**config.mk**
```make
export PLATFORM = sky130hd
export DESIGN_NAME = bank_rom_mapper
export DESIGN_NICKNAME = d
export VERILOG_FILES = /design/src/rtl/bmap_pkg.sv /design/src/rtl/bmap_regs.sv /design/src/rtl/bmap_xlate.sv /design/src/rtl/bmap_arb.sv /design/src/rtl/bank_rom_mapper.sv
export SDC_FILE = /design/constraint.sdc
export NUM_CORES = 1
export LEC_CHECK = 0
export BUFFER_PORTS_ARGS = -buffer_cell sky130_fd_sc_hd__buf_4
export CAP_MARGIN = 20
export CORE_ASPECT_RATIO = 0.7
export CORE_MARGIN = 2
export CORE_UTILIZATION = 50
export CTS_BUF_LIST = sky130_fd_sc_hd__clkbuf_4 sky130_fd_sc_hd__clkbuf_8 sky130_fd_sc_hd__clkbuf_16
export CTS_CLUSTER_SIZE = 16
export DETAILED_ROUTE_END_ITERATION = 10
export HOLD_SLACK_MARGIN = 0.02
export PLACE_DENSITY = 0.9
export RECOVER_POWER = 25
export SKIP_LAST_GASP = 1
export SLEW_MARGIN = 20
export SYNTH_ARGS = -nofsm -noshare
export SYNTH_HDL_FRONTEND = slang
export SYNTH_SLANG_ARGS = --single-unit
```
**constraint.sdc**
```tcl
create_clock -name clk_i -period 3.74 [get_ports clk_i]
set_clock_uncertainty 0.2 [all_clocks]
set_input_delay 0.748 -clock clk_i [delete_from_list [all_inputs] [get_ports clk_i]]
set_output_delay 0.748 -clock clk_i [all_outputs]
set_load 0.005 [all_outputs]
```
**src/rtl/bmap_pkg.sv**
```systemverilog
package bmap_pkg;
  typedef enum logic [1:0] {
    SRC_IDLE = 2'd0,
    SRC_CODE = 2'd1,
    SRC_WIN  = 2'd2
  } rom_src_e;
endpackage

```
**src/rtl/bmap_regs.sv**
```systemverilog
module bmap_regs #(
  parameter int unsigned DAW       = 8,
  parameter int unsigned DW        = 8,
  parameter int unsigned BANK_W    = 4,
  parameter int unsigned NUM_PAGES = 10,
  parameter logic [DAW-1:0] BANK_ADDR = 8'hE8,
  parameter logic [DAW-1:0] WSEL_ADDR = 8'hE9
) (
  input  logic              clk_i,
  input  logic              rst_ni,
  input  logic              wr_i,
  input  logic [DAW-1:0]    addr_i,
  input  logic [DW-1:0]     wdata_i,
  output logic [BANK_W-1:0] bank_o,
  output logic [DW-1:0]     wsel_o,
  output logic              err_o
);
  localparam logic [BANK_W-1:0] LAST_PAGE = BANK_W'(NUM_PAGES - 1);

  logic [BANK_W-1:0] raw;
  logic              over;

  assign raw  = wdata_i[BANK_W-1:0];
  assign over = int'({1'b0, raw}) >= int'(NUM_PAGES);

  always_ff @(posedge clk_i or negedge rst_ni) begin
    if (!rst_ni) begin
      bank_o <= '0;
      err_o  <= 1'b0;
      wsel_o <= '0;
    end else if (wr_i) begin
      if (addr_i == BANK_ADDR) begin
        bank_o <= over ? LAST_PAGE : raw;
        err_o  <= over;
      end
      if (addr_i == WSEL_ADDR) wsel_o <= wdata_i;
    end
  end
endmodule

```
**src/rtl/bmap_xlate.sv**
```systemverilog
module bmap_xlate #(
  parameter int unsigned LOG_AW     = 12,
  parameter int unsigned PAGE_AW    = 11,
  parameter int unsigned PHYS_AW    = 15,
  parameter int unsigned BANK_W     = 4,
  parameter int unsigned FIXED_PAGE = 1,
  parameter int unsigned WIN_AW     = 6,
  parameter int unsigned DW         = 8
) (
  input  logic [LOG_AW-1:0]  code_addr_i,
  input  logic [BANK_W-1:0]  bank_i,
  input  logic [WIN_AW-1:0]  win_off_i,
  input  logic [DW-1:0]      wsel_i,
  output logic [PHYS_AW-1:0] code_phys_o,
  output logic [PHYS_AW-1:0] win_phys_o
);
  localparam int unsigned PG_W  = PHYS_AW - PAGE_AW;
  localparam int unsigned WIN_W = DW + WIN_AW;

  logic [PG_W-1:0] page;

  // Top bit of the logical address picks the fixed half
  assign page = code_addr_i[LOG_AW-1] ? PG_W'(FIXED_PAGE) : PG_W'(bank_i);
  assign code_phys_o = {page, code_addr_i[PAGE_AW-1:0]};

  if (PHYS_AW > WIN_W) begin : g_win_ext
    assign win_phys_o = {{(PHYS_AW-WIN_W){1'b0}}, wsel_i, win_off_i};
  end else begin : g_win_cut
    logic [WIN_W-1:0] full;
    assign full       = {wsel_i, win_off_i};
    assign win_phys_o = full[PHYS_AW-1:0];
  end
endmodule

```
**src/rtl/bmap_arb.sv**
```systemverilog
module bmap_arb
  import bmap_pkg::*;
#(
  parameter int unsigned PHYS_AW = 15
) (
  input  logic               clk_i,
  input  logic               rst_ni,
  input  logic               code_req_i,
  input  logic [PHYS_AW-1:0] code_phys_i,
  input  logic               win_req_i,
  input  logic [PHYS_AW-1:0] win_phys_i,
  output logic               code_gnt_o,
  output rom_src_e           src_o,
  output logic               rom_req_o,
  output logic [PHYS_AW-1:0] rom_addr_o
);
  logic               pend_q;
  logic [PHYS_AW-1:0] pend_addr_q;
  logic               park;

  // Held window read > code fetch > fresh window read
  always_comb begin
    code_gnt_o = 1'b0;
    park       = 1'b0;
    src_o      = SRC_IDLE;
    rom_addr_o = '0;
    if (pend_q) begin
      src_o      = SRC_WIN;
      rom_addr_o = pend_addr_q;
    end else if (code_req_i) begin
      code_gnt_o = 1'b1;
      src_o      = SRC_CODE;
      rom_addr_o = code_phys_i;
      park       = win_req_i;
    end else if (win_req_i) begin
      src_o      = SRC_WIN;
      rom_addr_o = win_phys_i;
    end
  end

  assign rom_req_o = src_o != SRC_IDLE;

  always_ff @(posedge clk_i or negedge rst_ni) begin
    if (!rst_ni) begin
      pend_q      <= 1'b0;
      pend_addr_q <= '0;
    end else begin
      pend_q <= park;
      if (park) pend_addr_q <= win_phys_i;
    end
  end
endmodule

```
**src/rtl/bank_rom_mapper.sv**
```systemverilog
module bank_rom_mapper
  import bmap_pkg::*;
#(
  parameter int unsigned LOG_AW     = 12,
  parameter int unsigned PAGE_AW    = 11,
  parameter int unsigned PHYS_AW    = 15,
  parameter int unsigned BANK_W     = 4,
  parameter int unsigned NUM_PAGES  = 10,
  parameter int unsigned FIXED_PAGE = 1,
  parameter int unsigned WIN_AW     = 6,
  parameter int unsigned DAW        = 8,
  parameter int unsigned DW         = 8,
  parameter logic [DAW-1:0] WIN_BASE  = 8'h40,
  parameter logic [DAW-1:0] BANK_ADDR = 8'hE8,
  parameter logic [DAW-1:0] WSEL_ADDR = 8'hE9
) (
  input  logic               clk_i,
  input  logic               rst_ni,
  input  logic               code_req_i,
  input  logic [LOG_AW-1:0]  code_addr_i,
  output logic               code_gnt_o,
  output logic               code_valid_o,
  output logic [DW-1:0]      code_rdata_o,
  input  logic               dat_req_i,
  input  logic               dat_we_i,
  input  logic [DAW-1:0]     dat_addr_i,
  input  logic [DW-1:0]      dat_wdata_i,
  output logic               dat_ack_o,
  output logic [DW-1:0]      dat_rdata_o,
  output logic               bank_err_o,
  output logic               rom_req_o,
  output logic [PHYS_AW-1:0] rom_addr_o,
  input  logic [DW-1:0]      rom_rdata_i
);
  logic [BANK_W-1:0]  bank;
  logic [DW-1:0]      wsel;
  logic [PHYS_AW-1:0] code_phys, win_phys;
  logic               in_win, win_rd, reg_wr;
  rom_src_e           src, src_q;

  assign in_win = dat_addr_i[DAW-1:WIN_AW] == WIN_BASE[DAW-1:WIN_AW];
  assign win_rd = dat_req_i && !dat_we_i && in_win;
  assign reg_wr = dat_req_i && dat_we_i;

  bmap_regs #(
    .DAW(DAW), .DW(DW), .BANK_W(BANK_W), .NUM_PAGES(NUM_PAGES),
    .BANK_ADDR(BANK_ADDR), .WSEL_ADDR(WSEL_ADDR)
  ) u_regs (
    .clk_i, .rst_ni,
    .wr_i(reg_wr), .addr_i(dat_addr_i), .wdata_i(dat_wdata_i),
    .bank_o(bank), .wsel_o(wsel), .err_o(bank_err_o)
  );

  bmap_xlate #(
    .LOG_AW(LOG_AW), .PAGE_AW(PAGE_AW), .PHYS_AW(PHYS_AW), .BANK_W(BANK_W),
    .FIXED_PAGE(FIXED_PAGE), .WIN_AW(WIN_AW), .DW(DW)
  ) u_xlate (
    .code_addr_i, .bank_i(bank), .win_off_i(dat_addr_i[WIN_AW-1:0]),
    .wsel_i(wsel), .code_phys_o(code_phys), .win_phys_o(win_phys)
  );

  bmap_arb #(.PHYS_AW(PHYS_AW)) u_arb (
    .clk_i, .rst_ni,
    .code_req_i, .code_phys_i(code_phys),
    .win_req_i(win_rd), .win_phys_i(win_phys),
    .code_gnt_o, .src_o(src), .rom_req_o, .rom_addr_o
  );

  always_ff @(posedge clk_i or negedge rst_ni) begin
    if (!rst_ni) src_q <= SRC_IDLE;
    else         src_q <= src;
  end

  assign code_valid_o = src_q == SRC_CODE;
  assign dat_ack_o    = src_q == SRC_WIN;
  assign code_rdata_o = rom_rdata_i;
  assign dat_rdata_o  = rom_rdata_i;
endmodule

```
==> impl_metrics.tcl <==
set metrics [dict create \
    via_per_inst 5.55 \
    grt_overflow 0 \
    post-route-util_pct 64.5 \
    fin_crit_sh_pct 82.8 \
    critical_path_peak_fanout 17 \
    path_cells "nor2b_1 > a22oi_1 > o21ai_0 > buf_4" \
    yosys.area.top_type "dfrtp_1" \
    final_nets 222 \
    drt_pass1_iterations 4 \
    place_area_um2 1940 \
    die_area_um2 3790 \
    route.detailed.drc 0 \
    drive_above_1_share_pct 48.9 \
    setup.worst_path.start_class "register" \
    routedWlPerCell_um 16.8 \
    cp.depth 4 \
    yosys.area.top_type_share_pct 45.4 \
    fin_area_um2 2030 \
    numCtsBuffers 5 \
    hold_depth 1 \
    area_growth_pct 22.6 \
    drtAntennaViolNets 0 \
    crit_path_top_delay_cell "nor2b_1" \
    tightest_slew_ns 1.56 \
    crit_type "reg -> out" \
    cp_num_buf_inv 1 \
    hold_viol_final 0 \
    status "finished, violations left" \
    antenna_found_initial 0 \
    path_delay_family "simple AND/OR/NAND/NOR gates" \
    setup_violations 0 \
    fp-row-count 17 \
    cts-root-buf "clkbuf_8" \
    ys_warn_count 0 \
    violations "max-capacitance violations, max-slew violations" \
    portBuffers 52 \
    place.gp.congestion 0.774 \
    critPathRequiredTime_ns 2.79 \
    core_area_um2 3150 \
    vias 1222 \
    ys_types 28 \
    pin_count 77 \
    dp_hpwl_um 2740 \
    finalWirelength_um 3690 \
    clockBufferDepth 2 \
    clkLatencyLatePin_ns 0.28 \
    finalPower_mw 0.733 \
    postCtsSetupBuffers 0 \
    grt_max_degree 31 \
    htreeDepth 2 \
    initial_core_util_pct 52.6 \
    powerDensity_nw_per_um2 361 \
    rsz0062_at_grt "false" \
    fillers 274 \
    critPathMaxStageDelay_ns 0.82 \
    ys_ff_latch 30 \
    die_x_um 72.8 \
    dr.first_iter.drc_count 30 \
    cts_sinks 30 \
    irDropWorstVdd_v 0.000269 \
    diodes 0 \
    die_height_um 52.1 \
    ys_seq_area_share_pct 45.4 \
    reg2regPathDepth 3 \
    grt_pass1_wl_um 5660 \
    fmax_ghz 0.323 \
    cts_tree "built" \
    grt.total_usage_pct 20.5 \
    synthTopCellsByArea "dfrtp_1, mux2_2, buf_4, mux2_4, a22oi_1" \
    syn_area_um2 1660 \
    avgSynthCellArea_um2 11.4 \
    endpoint_kind "primary output" \
    grt_pass1_vias 1218 \
    drv_slew 31 \
    clkTransAtPathRegs_ns 0.06 \
    hold_buffers 0 \
    drv_cap 1 \
    fin_tns_setup_ns 0 \
    fin_crit_ns 3.09 \
    slew_headroom_pct -4.11 \
    critPathArrivalTime_ns 2.15 \
    cts_resized 0 \
    syn_inst 145 \
    syn-num-nets 186 \
    holdCritPathClass "reg -> reg" \
    p_leak_nw 1.04 \
]
cell usage in the layout, fill, tap and decap left out:
master,instances
nor2_1,2
mux2i_1,1
mux2_2,18
nand2_1,13
nor2b_1,6
a31oi_1,1
o31ai_1,1
clkinv_2,1
clkbuf_8,6
nand3b_1,4
o21ai_0,10
or3_1,1
clkbuf_1,1
or4_4,1
o21ai_1,1
a2bb2oi_1,2
dfrtp_1,30
inv_1,4
o21a_1,1
and4bb_2,1
nor4_4,1
and3_1,1
buf_4,51
nand2b_1,1
mux2_4,8
a21oi_1,2
clkbuf_4,1
a22oi_1,11
nand4bb_4,1
Yosys cell counts, drive strengths merged:
cell	n
nand4bb	1
o21ai	11
a22oi	11
nor4	1
nand2b	1
nand2	13
mux2	26
nand3b	4
a21oi	2
nor2b	6
dfrtp	30
buf	18
a31oi	1
and3	1
and4bb	1
o21a	1
nor2	2
mux2i	1
o31ai	1
or3	1
a2bb2oi	2
clkbuf	5
inv	4
or4	1
state kept, by name (all words and copies together), names as in the netlist:
signal             count
src_q                  2
u_arb.pend_addr_q     14
u_regs.err_o           1
u_arb.pend_q           1
u_regs.wsel_o          8
u_regs.bank_o          4
routing by layer:
metal	wire, um	share of wire (%)	global-route usage, %	up-vias
met5	0	0	0	-
met1	1610	44	26.4	584
met3	280	7.6	4.26	13
met4	72	1.9	12.7	0
li1	-	-	-	570
met2	1730	47	32.0	55
path summary, 6_finish.rpt:
check / start / endpoint / slack (ns)
max: u_arb.pend_q / rom_addr_o[7] / 0.65
min: u_regs.bank_o[3] / u_regs.bank_o[3] / 0.31
max reg2reg: u_arb.pend_q / u_arb.pend_addr_q[10] / 0.94
min reg2reg: u_regs.bank_o[3] / u_regs.bank_o[3] / 0.31
max in group asynchronous: rst_ni / u_regs.err_o / 1.78
min in group asynchronous: rst_ni / u_regs.wsel_o[5] / 0.65
metrics by stage:
step | hold slack, ns | instances | setup WS [ns]
global placement | 0.285 | 212 | 0.799
floorplan | 0.252 | 145 | 1.26
finish | 0.309 | 220 | 0.645
detailed placement | 0.291 | 212 | 0.709
global route | 0.322 | 220 | 0.523
CTS | 0.189 | 220 | 0.653
logic make-up after synthesis:
group	share of synthesized area, %
AND/OR/NAND/NOR	13.0
multiplexers	20.1
flip-flops	45.4
AO/OA/AOI/OAI	11.3
buffers and inverters	10.3
layout make-up:
class                      count  area (um2)  share of cell area [%]
timing repair buffer          52         387                    19.1
clock inverter                 1        5.00                   0.247
sequential                    30         751                    37.0
inverter                       4        15.0                   0.740
clock buffer                   7        90.1                    4.44
tap                           38        47.5                    2.34
multi-input combinational     88         734                    36.2
power by group:
part / internal [mW] / total, mW / switching, mW
Sequential: 0.346 / 0.360 / 0.0135
Clock: 0.155 / 0.271 / 0.116
Combinational: 0.0613 / 0.102 / 0.0406
Total: 0.563 / 0.733 / 0.170
Power figures use the tool's default switching activity.
